<file path="src/rtl/mix_pkg.sv">
package mix_pkg;
  localparam int CW     = 16;
  localparam int RGBW   = 24;
  localparam int NPLANE = 6;
  localparam int IDW    = 3;
  localparam int ENW    = 10;
  localparam int EN_BG  = 0;
  localparam int EN_CUR = 9;

  typedef logic [RGBW-1:0] rgb_t;

  typedef enum logic [2:0] {
    A_ENABLE   = 3'd0,
    A_DEPTH    = 3'd1,
    A_BGCOL    = 3'd2,
    A_BGSTART  = 3'd3,
    A_BGEND    = 3'd4,
    A_ACTSTART = 3'd5,
    A_ACTEND   = 3'd6
  } cfg_addr_e;

  function automatic logic in_rect(input logic [CW-1:0] x, input logic [CW-1:0] y,
                                   input logic [31:0] lo, input logic [31:0] hi);
    return (y >= lo[31:16]) && (y <= hi[31:16]) && (x >= lo[15:0]) && (x <= hi[15:0]);
  endfunction
endpackage

</file>
<file path="src/rtl/mix_cfg_regs.sv">
module mix_cfg_regs
  import mix_pkg::*;
#(
  parameter int DEPTH = 6,
  localparam int DW = DEPTH * IDW
) (
  input  logic              clk,
  input  logic              rst_n,
  input  logic              cfg_we,
  input  logic [2:0]        cfg_addr,
  input  logic [31:0]       cfg_wdata,
  input  logic              frame_start,
  output logic [ENW-1:0]    act_en,
  output logic [DW-1:0]     act_depth,
  output rgb_t              act_bgcol,
  output logic [31:0]       act_bgs,
  output logic [31:0]       act_bge,
  output logic [31:0]       act_avs,
  output logic [31:0]       act_ave,
  output logic [ENW-1:0]    shd_en
);
  logic [DW-1:0]  shd_depth, shd_depth_d, act_depth_d;
  logic [ENW-1:0] shd_en_d, act_en_d;
  rgb_t           shd_bgcol, shd_bgcol_d, act_bgcol_d;
  logic [31:0]    shd_bgs, shd_bge, shd_avs, shd_ave;
  logic [31:0]    shd_bgs_d, shd_bge_d, shd_avs_d, shd_ave_d;
  logic [31:0]    act_bgs_d, act_bge_d, act_avs_d, act_ave_d;

  // shadow next state
  always_comb begin
    shd_en_d    = shd_en;
    shd_depth_d = shd_depth;
    shd_bgcol_d = shd_bgcol;
    shd_bgs_d   = shd_bgs;
    shd_bge_d   = shd_bge;
    shd_avs_d   = shd_avs;
    shd_ave_d   = shd_ave;
    if (cfg_we) begin
      case (cfg_addr_e'(cfg_addr))
        A_ENABLE:   shd_en_d    = cfg_wdata[ENW-1:0];
        A_DEPTH:    shd_depth_d = cfg_wdata[DW-1:0];
        A_BGCOL:    shd_bgcol_d = cfg_wdata[RGBW-1:0];
        A_BGSTART:  shd_bgs_d   = cfg_wdata;
        A_BGEND:    shd_bge_d   = cfg_wdata;
        A_ACTSTART: shd_avs_d   = cfg_wdata;
        A_ACTEND:   shd_ave_d   = cfg_wdata;
        default:    ;
      endcase
    end
  end

  // working set next state: copy of the shadow as it stood before this edge
  always_comb begin
    act_en_d    = act_en;
    act_depth_d = act_depth;
    act_bgcol_d = act_bgcol;
    act_bgs_d   = act_bgs;
    act_bge_d   = act_bge;
    act_avs_d   = act_avs;
    act_ave_d   = act_ave;
    if (frame_start) begin
      act_en_d    = shd_en;
      act_depth_d = shd_depth;
      act_bgcol_d = shd_bgcol;
      act_bgs_d   = shd_bgs;
      act_bge_d   = shd_bge;
      act_avs_d   = shd_avs;
      act_ave_d   = shd_ave;
    end
  end

  always_ff @(posedge clk or negedge rst_n) begin
    if (!rst_n) begin
      shd_en    <= '0;
      shd_depth <= '0;
      shd_bgcol <= '0;
      shd_bgs   <= '0;
      shd_bge   <= '0;
      shd_avs   <= '0;
      shd_ave   <= '0;
      act_en    <= '0;
      act_depth <= '0;
      act_bgcol <= '0;
      act_bgs   <= '0;
      act_bge   <= '0;
      act_avs   <= '0;
      act_ave   <= '0;
    end else begin
      if (cfg_we) begin
        shd_en    <= shd_en_d;
        shd_depth <= shd_depth_d;
        shd_bgcol <= shd_bgcol_d;
        shd_bgs   <= shd_bgs_d;
        shd_bge   <= shd_bge_d;
        shd_avs   <= shd_avs_d;
        shd_ave   <= shd_ave_d;
      end
      if (frame_start) begin
        act_en    <= act_en_d;
        act_depth <= act_depth_d;
        act_bgcol <= act_bgcol_d;
        act_bgs   <= act_bgs_d;
        act_bge   <= act_bge_d;
        act_avs   <= act_avs_d;
        act_ave   <= act_ave_d;
      end
    end
  end
endmodule

</file>
<file path="src/rtl/mix_depth_resolve.sv">
module mix_depth_resolve
  import mix_pkg::*;
#(
  parameter int DEPTH = 6,
  localparam int DW = DEPTH * IDW,
  localparam int LW = (DEPTH > 1) ? $clog2(DEPTH) : 1
) (
  input  logic [DW-1:0]              depth_word,
  output logic [NPLANE-1:0]          placed,
  output logic [NPLANE-1:0][LW-1:0]  level
);
  for (genvar k = 0; k < NPLANE; k++) begin : g_plane
    localparam logic [IDW-1:0] CODE = IDW'(k + 1);
    always_comb begin
      placed[k] = 1'b0;
      level[k]  = '0;
      // scan bottom to top so the last hit is the highest level
      for (int i = 0; i < DEPTH; i++) begin
        if (depth_word[i*IDW +: IDW] == CODE) begin
          placed[k] = 1'b1;
          level[k]  = LW'(i);
        end
      end
    end
  end
endmodule

</file>
<file path="src/rtl/mix_pixel_pick.sv">
module mix_pixel_pick
  import mix_pkg::*;
#(
  parameter int DEPTH = 6,
  localparam int LW = (DEPTH > 1) ? $clog2(DEPTH) : 1
) (
  input  logic [CW-1:0]             x,
  input  logic [CW-1:0]             y,
  input  logic [NPLANE*RGBW-1:0]    plane_rgb,
  input  logic [NPLANE-1:0]         plane_opaque,
  input  rgb_t                      cursor_rgb,
  input  logic                      cursor_opaque,
  input  logic [ENW-1:0]            en,
  input  logic [NPLANE-1:0]         placed,
  input  logic [NPLANE-1:0][LW-1:0] level,
  input  rgb_t                      bgcol,
  input  logic [31:0]               bgs,
  input  logic [31:0]               bge,
  input  logic [31:0]               avs,
  input  logic [31:0]               ave,
  output logic                      in_active,
  output rgb_t                      rgb
);
  logic [NPLANE-1:0] elig;
  logic              found;
  logic [LW-1:0]     best_lvl;
  rgb_t              best_rgb;
  logic              in_bg;

  for (genvar k = 0; k < NPLANE; k++) begin : g_elig
    assign elig[k] = placed[k] & en[k+1] & plane_opaque[k];
  end

  always_comb begin
    found    = 1'b0;
    best_lvl = '0;
    best_rgb = '0;
    for (int k = 0; k < NPLANE; k++) begin
      if (elig[k] && (!found || level[k] > best_lvl)) begin
        found    = 1'b1;
        best_lvl = level[k];
        best_rgb = plane_rgb[k*RGBW +: RGBW];
      end
    end
  end

  assign in_active = in_rect(x, y, avs, ave);
  assign in_bg     = in_rect(x, y, bgs, bge);

  always_comb begin
    if (!in_active)                         rgb = '0;
    else if (en[EN_CUR] && cursor_opaque)   rgb = cursor_rgb;
    else if (found)                         rgb = best_rgb;
    else if (en[EN_BG] && in_bg)            rgb = bgcol;
    else                                    rgb = '0;
  end
endmodule

</file>
<file path="src/rtl/layer_priority_mixer.sv">
module layer_priority_mixer
  import mix_pkg::*;
#(
  parameter int DEPTH = 6
) (
  input  logic                   clk,
  input  logic                   rst_n,
  input  logic                   cfg_we,
  input  logic [2:0]             cfg_addr,
  input  logic [31:0]            cfg_wdata,
  input  logic                   frame_start,
  input  logic                   pix_valid,
  input  logic [15:0]            pix_x,
  input  logic [15:0]            pix_y,
  input  logic [143:0]           plane_rgb,
  input  logic [5:0]             plane_opaque,
  input  logic [23:0]            cursor_rgb,
  input  logic                   cursor_opaque,
  output logic                   out_valid,
  output logic [23:0]            out_rgb
);
  localparam int DW = DEPTH * IDW;
  localparam int LW = (DEPTH > 1) ? $clog2(DEPTH) : 1;

  // reset: asserted asynchronously, released on a clock edge
  logic [1:0] rst_sync;
  logic       rst_q_n;
  always_ff @(posedge clk or negedge rst_n) begin
    if (!rst_n) rst_sync <= 2'b00;
    else        rst_sync <= {rst_sync[0], 1'b1};
  end
  assign rst_q_n = rst_sync[1];

  logic [ENW-1:0]            act_en, shd_en;
  logic [DW-1:0]             act_depth;
  rgb_t                      act_bgcol;
  logic [31:0]               act_bgs, act_bge, act_avs, act_ave;
  logic [NPLANE-1:0]         placed;
  logic [NPLANE-1:0][LW-1:0] level;
  logic                      in_active;
  rgb_t                      pix_rgb;

  mix_cfg_regs #(.DEPTH(DEPTH)) u_cfg (
    .clk(clk), .rst_n(rst_q_n), .cfg_we(cfg_we), .cfg_addr(cfg_addr),
    .cfg_wdata(cfg_wdata), .frame_start(frame_start),
    .act_en(act_en), .act_depth(act_depth), .act_bgcol(act_bgcol),
    .act_bgs(act_bgs), .act_bge(act_bge), .act_avs(act_avs), .act_ave(act_ave),
    .shd_en(shd_en)
  );

  mix_depth_resolve #(.DEPTH(DEPTH)) u_depth (
    .depth_word(act_depth), .placed(placed), .level(level)
  );

  mix_pixel_pick #(.DEPTH(DEPTH)) u_pick (
    .x(pix_x), .y(pix_y), .plane_rgb(plane_rgb), .plane_opaque(plane_opaque),
    .cursor_rgb(cursor_rgb), .cursor_opaque(cursor_opaque),
    .en(act_en), .placed(placed), .level(level), .bgcol(act_bgcol),
    .bgs(act_bgs), .bge(act_bge), .avs(act_avs), .ave(act_ave),
    .in_active(in_active), .rgb(pix_rgb)
  );

  // output stage
  logic valid_d;
  rgb_t rgb_d;
  always_comb begin
    valid_d = pix_valid;
    rgb_d   = out_rgb;
    if (pix_valid) rgb_d = pix_rgb;
  end

  always_ff @(posedge clk or negedge rst_q_n) begin
    if (!rst_q_n) begin
      out_valid <= 1'b0;
      out_rgb   <= '0;
    end else begin
      out_valid <= valid_d;
      if (pix_valid) out_rgb <= rgb_d;
    end
  end
endmodule

</file>
<file path="config.mk">
export PLATFORM = sky130hd
export DESIGN_NAME = layer_priority_mixer
export DESIGN_NICKNAME = d
export VERILOG_FILES = /design/src/rtl/mix_pkg.sv /design/src/rtl/mix_cfg_regs.sv /design/src/rtl/mix_depth_resolve.sv /design/src/rtl/mix_pixel_pick.sv /design/src/rtl/layer_priority_mixer.sv
export SDC_FILE = /design/constraint.sdc
export NUM_CORES = 1
export LEC_CHECK = 0
export BUFFER_PORTS_ARGS = -buffer_cell sky130_fd_sc_hd__buf_2
export CAP_MARGIN = 15
export CORE_MARGIN = 2
export CORE_UTILIZATION = 57
export CTS_CLUSTER_SIZE = 28
export DETAILED_ROUTE_END_ITERATION = 7
export GPL_ROUTABILITY_DRIVEN = 0
export PLACE_DENSITY = 0.79
export SETUP_SLACK_MARGIN = 0.02
export SYNTH_ARGS = -nofsm -noshare
export SYNTH_HDL_FRONTEND = slang
export SYNTH_HIERARCHICAL = 1
export SYNTH_SLANG_ARGS = --single-unit
</file>
<file path="constraint.sdc">
create_clock -name clk -period 14.5 [get_ports clk]
set_clock_uncertainty 0.05 [all_clocks]
set_input_delay 1.45 -clock clk [delete_from_list [all_inputs] [get_ports clk]]
set_output_delay 1.45 -clock clk [all_outputs]
set_load 0.005 [all_outputs]
</file>
* Word level (Yosys, flattened, before mapping)
Cells that the tools add are included.
** Cells by class
- Reductions and logical operators :: 31
- Mux-type cells :: 87
- Order comparisons :: 13
- Equal/unequal tests :: 42
- Bitwise logic cells :: 12
** Operators by type and width (number)
- 24-bit two-way mux :: 10
- 16-bit greater-or-equal comparator :: 4
- 16-bit <= comparator :: 4
- 3-bit equality test (second input constant) :: 21
- 3-bit two-way mux :: 17
- 1-bit two-way mux :: 48
- 3-bit by 2-bit equality test with 1-bit output (second input constant) :: 14
- 2-bit two-way mux :: 12
- 3-bit by 1-bit equality test with 1-bit output (second input constant) :: 7
- 3-bit greater-than comparator :: 5
- 2-bit AND reduction :: 7
- 1-bit logical AND :: 13
- 1-bit bitwise AND :: 12
- 1-bit logical NOT :: 5
- 1-bit logical OR :: 5
- 3-bit logical NOT :: 1
** Storage, ports and cells
- Bits in registers :: 387
- Input port bits :: 247
- Word-level logic and storage cells :: 202
- Output and inout port bits :: 25

* Depth between registers and ports, before layout
Gate-level depths: netlist (run 1).
- Depth in word-level cells :: 33
- Mapped depth :: 41
- Gate-level depth less buffers :: 36

* Modules after synthesis
The synthesis (run 1) kept the hierarchy.
** By module, submodules not included
- mix_cfg_regs :: instances 1, cells each 767, area each 13629.3 µm², seq. area each 9008.6 µm²
- mix_pixel_pick :: instances 1, cells each 829, area each 5524.0 µm², seq. area each 0.0 µm²
- layer_priority_mixer :: instances 1, cells each 55, area each 1076.0 µm², seq. area each 675.6 µm²
- mix_depth_resolve :: instances 1, cells each 83, area each 533.0 µm², seq. area each 0.0 µm²

* Worst setup path after synthesis (run 1)
OpenSTA, ideal clock, no wires.
- Kind :: input to register
- Start point :: in plane_opaque[0]
- End point :: reg out_rgb[16]
- Arrival time :: 8.456 ns
- Slack :: 5.869 ns
- Buffers on the path :: 4
- Required time :: 14.325 ns
- Library setup time :: 0.125 ns
- Cell stages on the path :: 37
- Cell sequence :: and3_1 -> and2_1 -> ha_1 -> nand3b_1 -> a32oi_1 -> o21a_1 -> buf_2 -> a22oi_1 -> ha_1 -> a21oi_1 -> o21ai_0 -> a21oi_2 -> mux2_2 -> ha_1 -> nor2b_1 -> o21ai_0 -> nand2b_1 -> a2bb2oi_1 -> mux2_2 -> ha_1 -> nand3_1 -> o21ai_0 -> o21a_1 -> nor2_1 -> buf_2 -> buf_1 -> mux2_2 -> ha_1 -> a21oi_1 -> a32oi_1 -> a21oi_1 -> nand2_1 -> buf_1 -> a21oi_1 -> nor3_1 -> o311a_2 -> mux2_4
** On the way
- Longest elaborated chain between the ends :: 25
- Elaborated cells on any way between the ends :: 41
- Those cells by class :: order compare: 5; mux: 20; bitwise: 1; reduce/logical: 15
** RTL lines
- start: declaration :: RTL line layer_priority_mixer.sv:16 : input logic [5:0] plane_opaque,
- 1-bit bitwise AND * :: RTL line mix_pixel_pick.sv:31 : assign elig[k] = placed[k] & en[k+1] & plane_opaque[k];
- 3-bit two-way mux / 1-bit two-way mux (equally long branches) :: RTL line mix_pixel_pick.sv:39 : if (elig[k] && (!found || level[k] > best_lvl)) begin
- 3-bit greater-than comparator / 1-bit logical NOT (equally long branches) :: RTL line mix_pixel_pick.sv:39
- 1-bit logical OR :: RTL line mix_pixel_pick.sv:39
- 1-bit logical AND :: RTL line mix_pixel_pick.sv:39
- 3-bit two-way mux / 1-bit two-way mux (equally long branches) :: RTL line mix_pixel_pick.sv:39
- 3-bit greater-than comparator / 1-bit logical NOT (equally long branches) :: RTL line mix_pixel_pick.sv:39
- 1-bit logical OR :: RTL line mix_pixel_pick.sv:39
- (+10 left out)
- 3-bit greater-than comparator / 1-bit logical NOT (equally long branches) :: RTL line mix_pixel_pick.sv:39
- 1-bit logical OR :: RTL line mix_pixel_pick.sv:39
- 1-bit logical AND :: RTL line mix_pixel_pick.sv:39
- 24-bit two-way mux / 1-bit two-way mux (equally long branches) :: RTL line mix_pixel_pick.sv:39
- 24-bit two-way mux * :: RTL line mix_pixel_pick.sv:53 : else if (found) rgb = best_rgb;
- 24-bit two-way mux * :: RTL line mix_pixel_pick.sv:52 : else if (en[EN_CUR] && cursor_opaque) rgb = cursor_rgb;
- 24-bit two-way mux * :: RTL line mix_pixel_pick.sv:51 : if (!in_active) rgb = '0;
- named net pix_rgb[16] :: RTL line layer_priority_mixer.sv:41 : rgb_t pix_rgb;
- end signal: assignment :: RTL line layer_priority_mixer.sv:78 : if (pix_valid) out_rgb <= rgb_d;
- end: declaration :: RTL line layer_priority_mixer.sv:20 : output logic [23:0] out_rgb
The timed path passes the listed nets; every way through them passes the cells marked *.
A chain may end at the register's enable or synchronous reset.

* Worst setup path after layout (run 1)
- Start point :: reg u_cfg.act_depth[16]
- End point :: reg out_rgb[15]
** On the way
- Longest elaborated chain between the ends :: 28
- Elaborated cells on any way between the ends :: 70
- Those cells by class :: order compare: 5; eq/ne: 6; mux: 32; bitwise: 12; reduce/logical: 15
** RTL lines
- start: declaration :: RTL line mix_cfg_regs.sv:14 : output logic [DW-1:0] act_depth,
- start signal: assignment :: RTL line mix_cfg_regs.sv:100 : act_depth <= act_depth_d;
- 3-bit by 1-bit equality test with 1-bit output * :: RTL line mix_depth_resolve.sv:19 : if (depth_word[i*IDW +: IDW] == CODE) begin
- 1-bit two-way mux * :: RTL line mix_depth_resolve.sv:19
- named net placed[0] :: RTL line layer_priority_mixer.sv:38 : logic [NPLANE-1:0] placed;
- 1-bit bitwise AND * (2 in series) :: RTL line mix_pixel_pick.sv:31
- 3-bit two-way mux / 1-bit two-way mux (equally long branches) :: RTL line mix_pixel_pick.sv:39
- 3-bit greater-than comparator / 1-bit logical NOT (equally long branches) :: RTL line mix_pixel_pick.sv:39
- 1-bit logical OR :: RTL line mix_pixel_pick.sv:39
- 1-bit logical AND :: RTL line mix_pixel_pick.sv:39
- (+13 left out)
- 3-bit greater-than comparator / 1-bit logical NOT (equally long branches) :: RTL line mix_pixel_pick.sv:39
- 1-bit logical OR :: RTL line mix_pixel_pick.sv:39
- 1-bit logical AND :: RTL line mix_pixel_pick.sv:39
- 24-bit two-way mux / 1-bit two-way mux (equally long branches) :: RTL line mix_pixel_pick.sv:39
- 24-bit two-way mux * :: RTL line mix_pixel_pick.sv:53
- 24-bit two-way mux * :: RTL line mix_pixel_pick.sv:52
- 24-bit two-way mux * :: RTL line mix_pixel_pick.sv:51
- named net pix_rgb[15] :: RTL line layer_priority_mixer.sv:41
Marks and branches as above.

==> flow_summary_export.csv, run 1 <==
group,metric,value,unit
clock_tree,cts_buffers,40,
grt,grt_max_degree,101,
critical_path,path_buf_inv,2,
synth,syn_nets,2116,
layout,final-seq-area,9590,um^2
clock_tree,cts_resized,0,
sta,setup_viol,0,
layout,fin_nets,2373,
power_and_ir_drop,p_per_area,157,nW/um^2
min_path,min_from,"rst_sync[0]",
critical_path,timing.critical_path.mode_cell,"ha_1",
critical_path,worstSetupPathType,"reg -> reg",
synth,syn_avg_cell_area,11.9,um^2
placement,io_buffers,271,
clock_tree,h-tree-depth,2,
min_path,holdPathEnd,"rst_sync[1]",
critical_path,ff2ff_setup_slack,3.93,ns
synth,synthCells,1726,
critical_path,start_kind,"flop",
layout,multi_input_area,10100,um^2
layout,area_growth,15.0,%
placement,dpl.hpwl,38100,um
sta,slew_headroom,19.2,%
sta,timing.fmax,94.6,MHz
critical_path,crit_slowest_cell,"o21ai_2",
power_and_ir_drop,power,3720,uW
floorplanning,fp.dieArea,37700,um^2
grt,grt_pass1_wl,84600,um
sta,period_share,72.9,%
layout,fin_area,23700,um^2
placement,placement.cell_area,22300,um^2
clock_tree,clk_pin_slew,0.06,ns
detailed_routing,wl,53900,um
floorplanning,die_w,194,um
critical_path,cpPeakStageDelay,0.94,ns
floorplanning,die_h,194,um
floorplanning,row_count,69,
sta,worstMarginPinSlew,1.21,ns
layout,fillers,2639,
layout,utilization,66.7,%
synth,syn-cell-area,20600,um^2
clock_tree,cts_root_buf,"clkbuf_16",
clock_tree,postCtsSetupBuffers,0,
min_path,hp-class,"reg -> reg",
sta,hold_viol_final,0,
critical_path,regToRegEndpoint,"out_rgb[15]",
sta,rsz0062_at_grt,"false",
floorplanning,ios,272,
grt,antenna_found_initial,4,
detailed_routing,num_vias,14898,
grt,groute.usage.overall,28.2,%
critical_path,worstSetupStartpoint,"u_cfg/act_depth[16]",
floorplanning,core,35600,um^2
detailed_routing,drt_iter0_markers,1250,
critical_path,cpLargestDelayFamily,"compound AO/OA/AOI/OAI gates",
detailed_routing,ant_nets,0,
critical_path,crit_path_end_kind,"flop",
critical_path,path_max_fanout,50,
power_and_ir_drop,irDropWorstVdd,106,uV
critical_path,required,14.92,ns
clock_tree,ctsLongestPathBuffers,3,
clock_tree,cts_tree,"yes",
outcome,status,"completed",
clock_tree,clk_latency,0.53,ns
power_and_ir_drop,leakage,0.0114,uW
critical_path,worstPathArrival,10.99,ns
job,maxCapViolCount,0,
sta,drv_slew,0,
sta,fin_tns_setup,0,ns
min_path,min_path_cells,0,
layout,final_layout_size_suffix_gt1_share,38.7,%
clock_tree,cts_hold_buf,0,
sta,fin_crit,10.57,ns
detailed_routing,drt_first_pass_iters,7,
clock_tree,clkSinkCount,383,
synth,yosysWarnings,6,
critical_path,reg2reg_from,"u_cfg/act_depth[16]",
floorplanning,start_util,58.0,%
sta,hold_ws,0.306,ns
detailed_routing,wire_per_inst,21.8,um
grt,grt_pass1_vias,15507,
critical_path,rr_worst_depth,35,
detailed_routing,vias_per_cell,6.01,
detailed_routing,remaining_drc_errors,0,
grt,grt_overflow_total,0,
## worst max path at each step
| stage | to | slack [ns] | cells after the start |
|---|---|---|---|
| 4_1_cts | out_rgb[5] | 2.97 | 34 |
| 6_report | out_rgb[15] | 3.93 | 35 |
| 2_1_floorplan | out_rgb[0] | 2.99 | 0 |
| 3_3_place_gp | out_rgb[20] | 3.10 | 33 |
| 5_1_grt | out_rgb[5] | 3.45 | 36 |
| 3_5_place_dp | out_rgb[15] | 2.50 | 33 |
## worst reg2reg max path, delay by kind of cell, from the launching register on
kind            cells  cell delay [ns]
simple gates        9             2.01
flops               1             0.43
mux                 4             1.36
buf+inv             2             0.75
fa+ha+maj           5             1.62
compound gates     15             4.33
## through the flow
step / cells / setup WS [ns]
3_3_place_gp: 2397 / 3.10
6_report: 2477 / 3.93
4_1_cts: 2470 / 2.97
2_1_floorplan: 1726 / 2.99
3_5_place_dp: 2397 / 2.50
5_1_grt: 2477 / 3.45
## state kept, by name, summed over array words and instances, names as in the netlist, 24 cells and up
| signal | flops |
|---|---|
| out_rgb | 24 |
| u_cfg/act_ave | 32 |
| u_cfg/act_avs | 32 |
| u_cfg/act_bgcol | 24 |
| u_cfg/act_bge | 32 |
| u_cfg/act_bgs | 32 |
| u_cfg/shd_ave | 32 |
| u_cfg/shd_avs | 32 |
| u_cfg/shd_bgcol | 24 |
| u_cfg/shd_bge | 32 |
| u_cfg/shd_bgs | 32 |
## cells in the final DEF, fill, tap and decap left out, drive strengths merged, types with 49 or more instances in the layout
cell type and n:
a21oi 71, dfrtp 383, ha 143, buf 295, inv 141, nor2 68, clkbuf 63, nand3 51
mux2 389, nor3 49, o21ai 50
## layer usage
layer	global-route usage, %	wire length, um	vias to the layer above
li1	-	-	6752
met1	39.5	23500	7487
met2	45.2	25400	517
met3	5.32	3390	138
met4	8.00	1630	4
met5	0	18	-
## power by group
part           total [uW]  switching [uW]  internal (uW)  leakage, uW
registers            1480             160           1320      0.00464
clock network        1040             420            623     0.000666
logic                1190             642            553      0.00610
total                3720            1220           2500       0.0114
## layout make-up
cell class	instances	share of cell area, %
antenna	2	0.0211
clock buffer	63	5.22
clock inverter	10	0.464
inverter	139	2.20
multi-input combinational	1124	42.5
sequential	383	40.4
tap	461	2.43
timing repair buffer	295	6.70
Power figures use the tool's default switching activity.
==> run 2: changes to the inputs <==
Clock period 14.5 ns to 9.8 ns, I/O delays scaled along.
==> run 2 against run 1 <==
Clock-buffer cell count fell by 4. Design area grew 0.11%. Maximum frequency increased by 15%. Flip-flop and latch count did not move. Critical path depth up 3. Critical path type unchanged. Setup slack got worse by 3.3 ns. Combinational power grew 50%. Total power up 48%.
==> flow_summary_export.csv, run 2 (same netlist as run 1, synthesis figures left out) <==
group,metric,value,unit
outcome,status,"completed",
critical_path,worstSetupPathType,"reg -> reg",
sta,hold_viol_final,0,
grt,antenna_found_initial,6,
placement,io_buffers,271,
detailed_routing,drt_first_pass_iters,8,
sta,timing.fmax,109,MHz
power_and_ir_drop,p_int,3670,uW
sta,hold_ws,0.119,ns
layout,fin_nets,2378,
power_and_ir_drop,clock_power_share,27.8,%
critical_path,required,10.17,ns
critical_path,worstPathArrival,9.58,ns
clock_tree,clk_pin_slew,0.07,ns
floorplanning,core,35600,um^2
floorplanning,fp.dieArea,37700,um^2
detailed_routing,vias_per_cell,6.03,
power_and_ir_drop,p_per_area,231,nW/um^2
floorplanning,die_w,194,um
critical_path,cpPeakStageDelay,0.47,ns
grt,groute.usage.overall,28.3,%
critical_path,path_max_fanout,29,
detailed_routing,drt_iter0_markers,1134,
power_and_ir_drop,p_comb_share,32.5,%
critical_path,crit_slowest_cell,"dfrtp_1",
sta,setup_viol,0,
clock_tree,cts_buffers,40,
clock_tree,clk_latency,0.55,ns
layout,utilization,66.7,%
layout,layout_common_cells,"dfrtp_1 (382), mux2_2 (309), buf_2 (270)",
clock_tree,cts_hold_buf,0,
critical_path,reg2reg_from,"u_cfg/act_depth[8]",
detailed_routing,remaining_drc_errors,0,
power_and_ir_drop,leakage,0.0114,uW
floorplanning,start_util,58.0,%
floorplanning,row_count,69,
placement,pre_cts_ws,-0.317,ns
clock_tree,h-tree-depth,2,
clock_tree,cts_root_buf,"clkbuf_16",
critical_path,ff2ff_setup_slack,0.60,ns
min_path,hp-class,"reg -> async",
power_and_ir_drop,irDropWorstVdd,231,uV
grt,grt_pass1_wl,84600,um
grt,grt_max_degree,163,
sta,setup_slack,0.596,ns
clock_tree,clkSinkCount,383,
floorplanning,ios,272,
sta,worstMarginPinSlew,1.17,ns
sta,drv_slew,0,
sta,period_share,93.9,%
layout,final_layout_size_suffix_gt1_share,39.0,%
placement,dpl.hpwl,38100,um
sta,fin_crit,9.20,ns
detailed_routing,wl,54300,um
critical_path,timing.critical_path.mode_cell,"ha_1",
floorplanning,die_h,194,um
grt,grt_pass1_vias,15398,
clock_tree,ctsLongestPathBuffers,3,
sta,fin_tns_setup,0,ns
critical_path,regToRegEndpoint,"out_rgb[0]",
sta,slew_headroom,21.9,%
sta,rsz0062_at_grt,"false",
critical_path,crit_path_end_kind,"flop",
layout,area_growth,15.1,%
grt,grt_overflow_total,0,
detailed_routing,ant_nets,0,
power_and_ir_drop,p_sw,1830,uW
layout,final_common_cell,"dfrtp_1",
critical_path,rr_worst_depth,38,
power_and_ir_drop,seqPwrFrac,39.7,%
detailed_routing,num_vias,14978,
detailed_routing,wire_per_inst,21.9,um
critical_path,start_kind,"flop",
power_and_ir_drop,p_sw_share,33.2,%
clock_tree,cts_tree,"yes",
job,maxCapViolCount,0,
run 2: cell count changes in the layout (fill, tap and decap cells not counted), sizes merged:
cell,change
a21oi,+1
nand4b,+1
buf,+2
clkinv,+2
inv,+1
clkbuf,-3
clkinvlp,+1
run 2: routing by layer:
metal | up-vias | track usage (%) | part of all wire (%)
li1 | 6757 | - | -
met1 | 7473 | 38.9 | 43
met2 | 585 | 44.8 | 47
met3 | 157 | 6.44 | 7.7
met4 | 6 | 8.73 | 2.8
met5 | - | 0 | 0.085
run 2: per-stage QoR:
step / instances / power (uW) / cell area, um^2
5_1_grt: 2482 / 5800 / 23700
3_3_place_gp: 2399 / 3780 / 22300
6_report: 2482 / 5490 / 23700
3_5_place_dp: 2399 / 3890 / 22300
2_1_floorplan: 1726 / 3380 / 20600
4_1_cts: 2473 / 5440 / 23600
run 2: worst max-delay path: cells and delay by family (launching register included):
kind / cells / cell delay (ns)
adders and majority gates: 5 / 1.56
DFF: 1 / 0.47
and+or+nand+nor: 13 / 1.85
AOI/OAI and AO/OA: 13 / 2.83
muxes: 4 / 1.44
buffers and inverters: 3 / 0.84
run 2: worst max path at each step:
stage	startpoint	endpoint	depth (start not counted)
after floorplan	plane_opaque[0]	out_rgb[16]	37
after CTS	u_cfg/act_depth[8]	out_rgb[6]	37
final	u_cfg/act_depth[8]	out_rgb[0]	38
after global routing	u_cfg/act_depth[8]	out_rgb[0]	38
after global placement	plane_opaque[0]	out_rgb[21]	35
after detailed placement	plane_opaque[0]	out_rgb[6]	35
run 2: power by group through the flow:
stage	combinational [uW]	clock (uW)	sequential, uW
after detailed placement	1680	0	2210
after global routing	1950	1610	2230
after global placement	1600	0	2180
final	1780	1530	2180
after floorplan	1230	0	2140
after CTS	1710	1550	2190
run 2: cell type report:
cell class,instances,area [um^2]
tap,461,577
multi-input combinational,1126,10100
inverter,139,522
timing repair buffer,298,1610
antenna,2,5.00
clock inverter,14,136
sequential,383,9590
fill,2625,11800
clock buffer,59,1180
run 2: repair_timing:
item,in CTS,in global routing
setup buffers,0,3
gates resized for setup,1,3
setup endpoints to repair,24,24
cloned,1,1
pin swaps,0,1
==> run 3: changes to the inputs <==
Settings changed: ABC_AREA set to 1.
==> run 3 against run 2 <==
Wire length grew 15%. Sequential power shrank 6%. Setup slack better by 0.28 ns. Total power decreased by 11%. Die area rose by 5.9%. Sequential share of layout area decreased by 1.7 points. Utilization down 0.99 points. Highest routed layer unchanged.
==> flow_summary_export.csv, run 3 <==
group,metric,value,unit
synth,syn_avg_cell_area,7.32,um^2
layout,utilization,65.7,%
layout,layout_common_cells,"nand2_1 (1084), inv_1 (421), dfrtp_1 (382)",
clock_tree,cts_tree,"yes",
grt,groute.usage.overall,31.4,%
synth,syn-cell-area,21800,um^2
grt,grt_overflow_total,0,
grt,grt_pass1_wl,98900,um
sta,rsz0062_at_grt,"false",
sta,timing.fmax,112,MHz
power_and_ir_drop,p_per_area,197,nW/um^2
power_and_ir_drop,leakage,0.0135,uW
critical_path,timing.critical_path.mode_cell,"nand2_1",
power_and_ir_drop,p_sw,1640,uW
sta,fin_crit,8.92,ns
clock_tree,cts_buffers,40,
sta,slew_headroom,23.9,%
min_path,hp-class,"in -> async",
power_and_ir_drop,irDropWorstVdd,175,uV
sta,fin_tns_setup,0,ns
clock_tree,ctsLongestPathBuffers,3,
power_and_ir_drop,p_int,3240,uW
critical_path,required,10.18,ns
floorplanning,die_w,200,um
layout,area_growth,13.3,%
floorplanning,die_h,200,um
critical_path,crit_slowest_cell,"nand2_2",
outcome,status,"completed",
critical_path,crit_path_end_kind,"flop",
detailed_routing,ant_nets,0,
layout,final_common_cell,"nand2_1",
floorplanning,row_count,71,
clock_tree,clk_latency,0.55,ns
detailed_routing,drt_first_pass_iters,6,
critical_path,start_kind,"flop",
job,maxCapViolCount,0,
detailed_routing,wl,62700,um
floorplanning,fp.dieArea,39900,um^2
placement,io_buffers,271,
power_and_ir_drop,p_comb_share,26.0,%
sta,hold_ws,0.170,ns
grt,antenna_found_initial,7,
synth,yosysWarnings,6,
clock_tree,cts_hold_buf,0,
floorplanning,start_util,58.0,%
sta,hold_viol_final,0,
synth,synthCells,2985,
clock_tree,cts_root_buf,"clkbuf_16",
detailed_routing,vias_per_cell,5.46,
critical_path,path_max_fanout,31,
floorplanning,core,37700,um^2
critical_path,worstPathArrival,9.30,ns
critical_path,cpPeakStageDelay,0.46,ns
detailed_routing,num_vias,20346,
clock_tree,clkSinkCount,383,
power_and_ir_drop,p_sw_share,33.5,%
sta,period_share,91.0,%
clock_tree,clk_pin_slew,0.06,ns
power_and_ir_drop,clock_power_share,32.2,%
grt,grt_max_degree,193,
grt,grt_pass1_vias,19506,
clock_tree,h-tree-depth,2,
floorplanning,ios,272,
detailed_routing,remaining_drc_errors,0,
power_and_ir_drop,seqPwrFrac,41.7,%
layout,fin_nets,3575,
placement,dpl.hpwl,43300,um
sta,setup_viol,0,
critical_path,worstSetupPathType,"reg -> reg",
layout,final_layout_size_suffix_gt1_share,13.4,%
detailed_routing,wire_per_inst,16.8,um
detailed_routing,drt_iter0_markers,1927,
layout,fillers,3252,
sta,drv_slew,0,
synth,syn_nets,3375,
sta,worstMarginPinSlew,1.14,ns
==> run 3: changes by cell type in the layout (fill, tap and decap cells not counted), sizes merged, moves of 42 or more <==
| cell | previous run | this run |
|---|---|---|
| o21ai | 50 | 217 |
| nand2 | 40 | 1104 |
| a21oi | 72 | 117 |
| nand3 | 51 | 214 |
| nor2 | 68 | 147 |
| mux2 | 389 | 0 |
| inv | 142 | 432 |
| nor3 | 49 | 7 |
==> run 3: timing repair <==
action,4_1_cts,5_1_grt
gates resized for setup,0,1
endpoints found under the setup margin,0,24
buffers inserted,0,0
==> run 3: layout make-up <==
class / instances / area [um^2] / area share, %
Clock buffer: 58 / 1230 / 4.97
Tap cell: 511 / 639 / 2.58
Multi-Input combinational cell: 2026 / 9970 / 40.3
Inverter: 447 / 1690 / 6.81
Sequential cell: 383 / 9590 / 38.7
Timing Repair Buffer: 287 / 1500 / 6.05
Clock inverter: 15 / 141 / 0.571
Antenna cell: 2 / 5.00 / 0.0202
==> run 3: through the flow <==
stage | total power, uW | instances | cell area (um^2) | worst slack [ns]
floorplan | 2910 | 2985 | 21900 | 2.97
finish | 4880 | 3729 | 24800 | 0.880
CTS | 4870 | 3727 | 24800 | 0.877
detailed placement | 3280 | 3654 | 23400 | 0.780
global route | 5180 | 3728 | 24800 | 0.0220
global placement | 3210 | 3654 | 23400 | 1.20
==> run 3: worst paths after layout <==
path | end | depth (start not counted) | from | slack [ns]
worst max-delay path | out_rgb[10] | 53 | u_cfg/act_depth[14] | 0.88
worst min-delay path | rst_sync[1] | 1 | rst_n | 0.17
worst max register to register | out_rgb[10] | 53 | u_cfg/act_depth[14] | 0.88
worst min register to register | rst_sync[1] | 0 | rst_sync[0] | 0.30
max in group asynchronous | u_cfg/act_bgs[11] | 1 | rst_sync[1] | 7.69
min in group clk | rst_sync[1] | 0 | rst_sync[0] | 0.30
==> run 3: metal layers <==
metal	vias up	wire [um]	part of all wire [%]	track usage [%]
met5	-	80	0.13	0
met4	12	2670	4.3	13.8
met3	217	5230	8.3	5.95
met2	921	29100	46	50.1
met1	9556	25600	41	42.1
li1	9640	-	-	-
==> run 3: power groups by stage <==
stage               clock, uW  sequential (uW)  combinational (uW)
floorplan                   0             2030                 885
global placement            0             2050                1170
detailed placement          0             2060                1230
CTS                      1590             2040                1250
global route             1650             2070                1450
finish                   1570             2040                1270
==> run 3: critical path, delay by kind of cell (launching register included) <==
family	cells	cell delay, ns
AOI/OAI and AO/OA	12	1.29
and+or+nand+nor	32	4.61
buffers and inverters	4	0.71
DFF	1	0.42
adders and majority gates	5	1.68
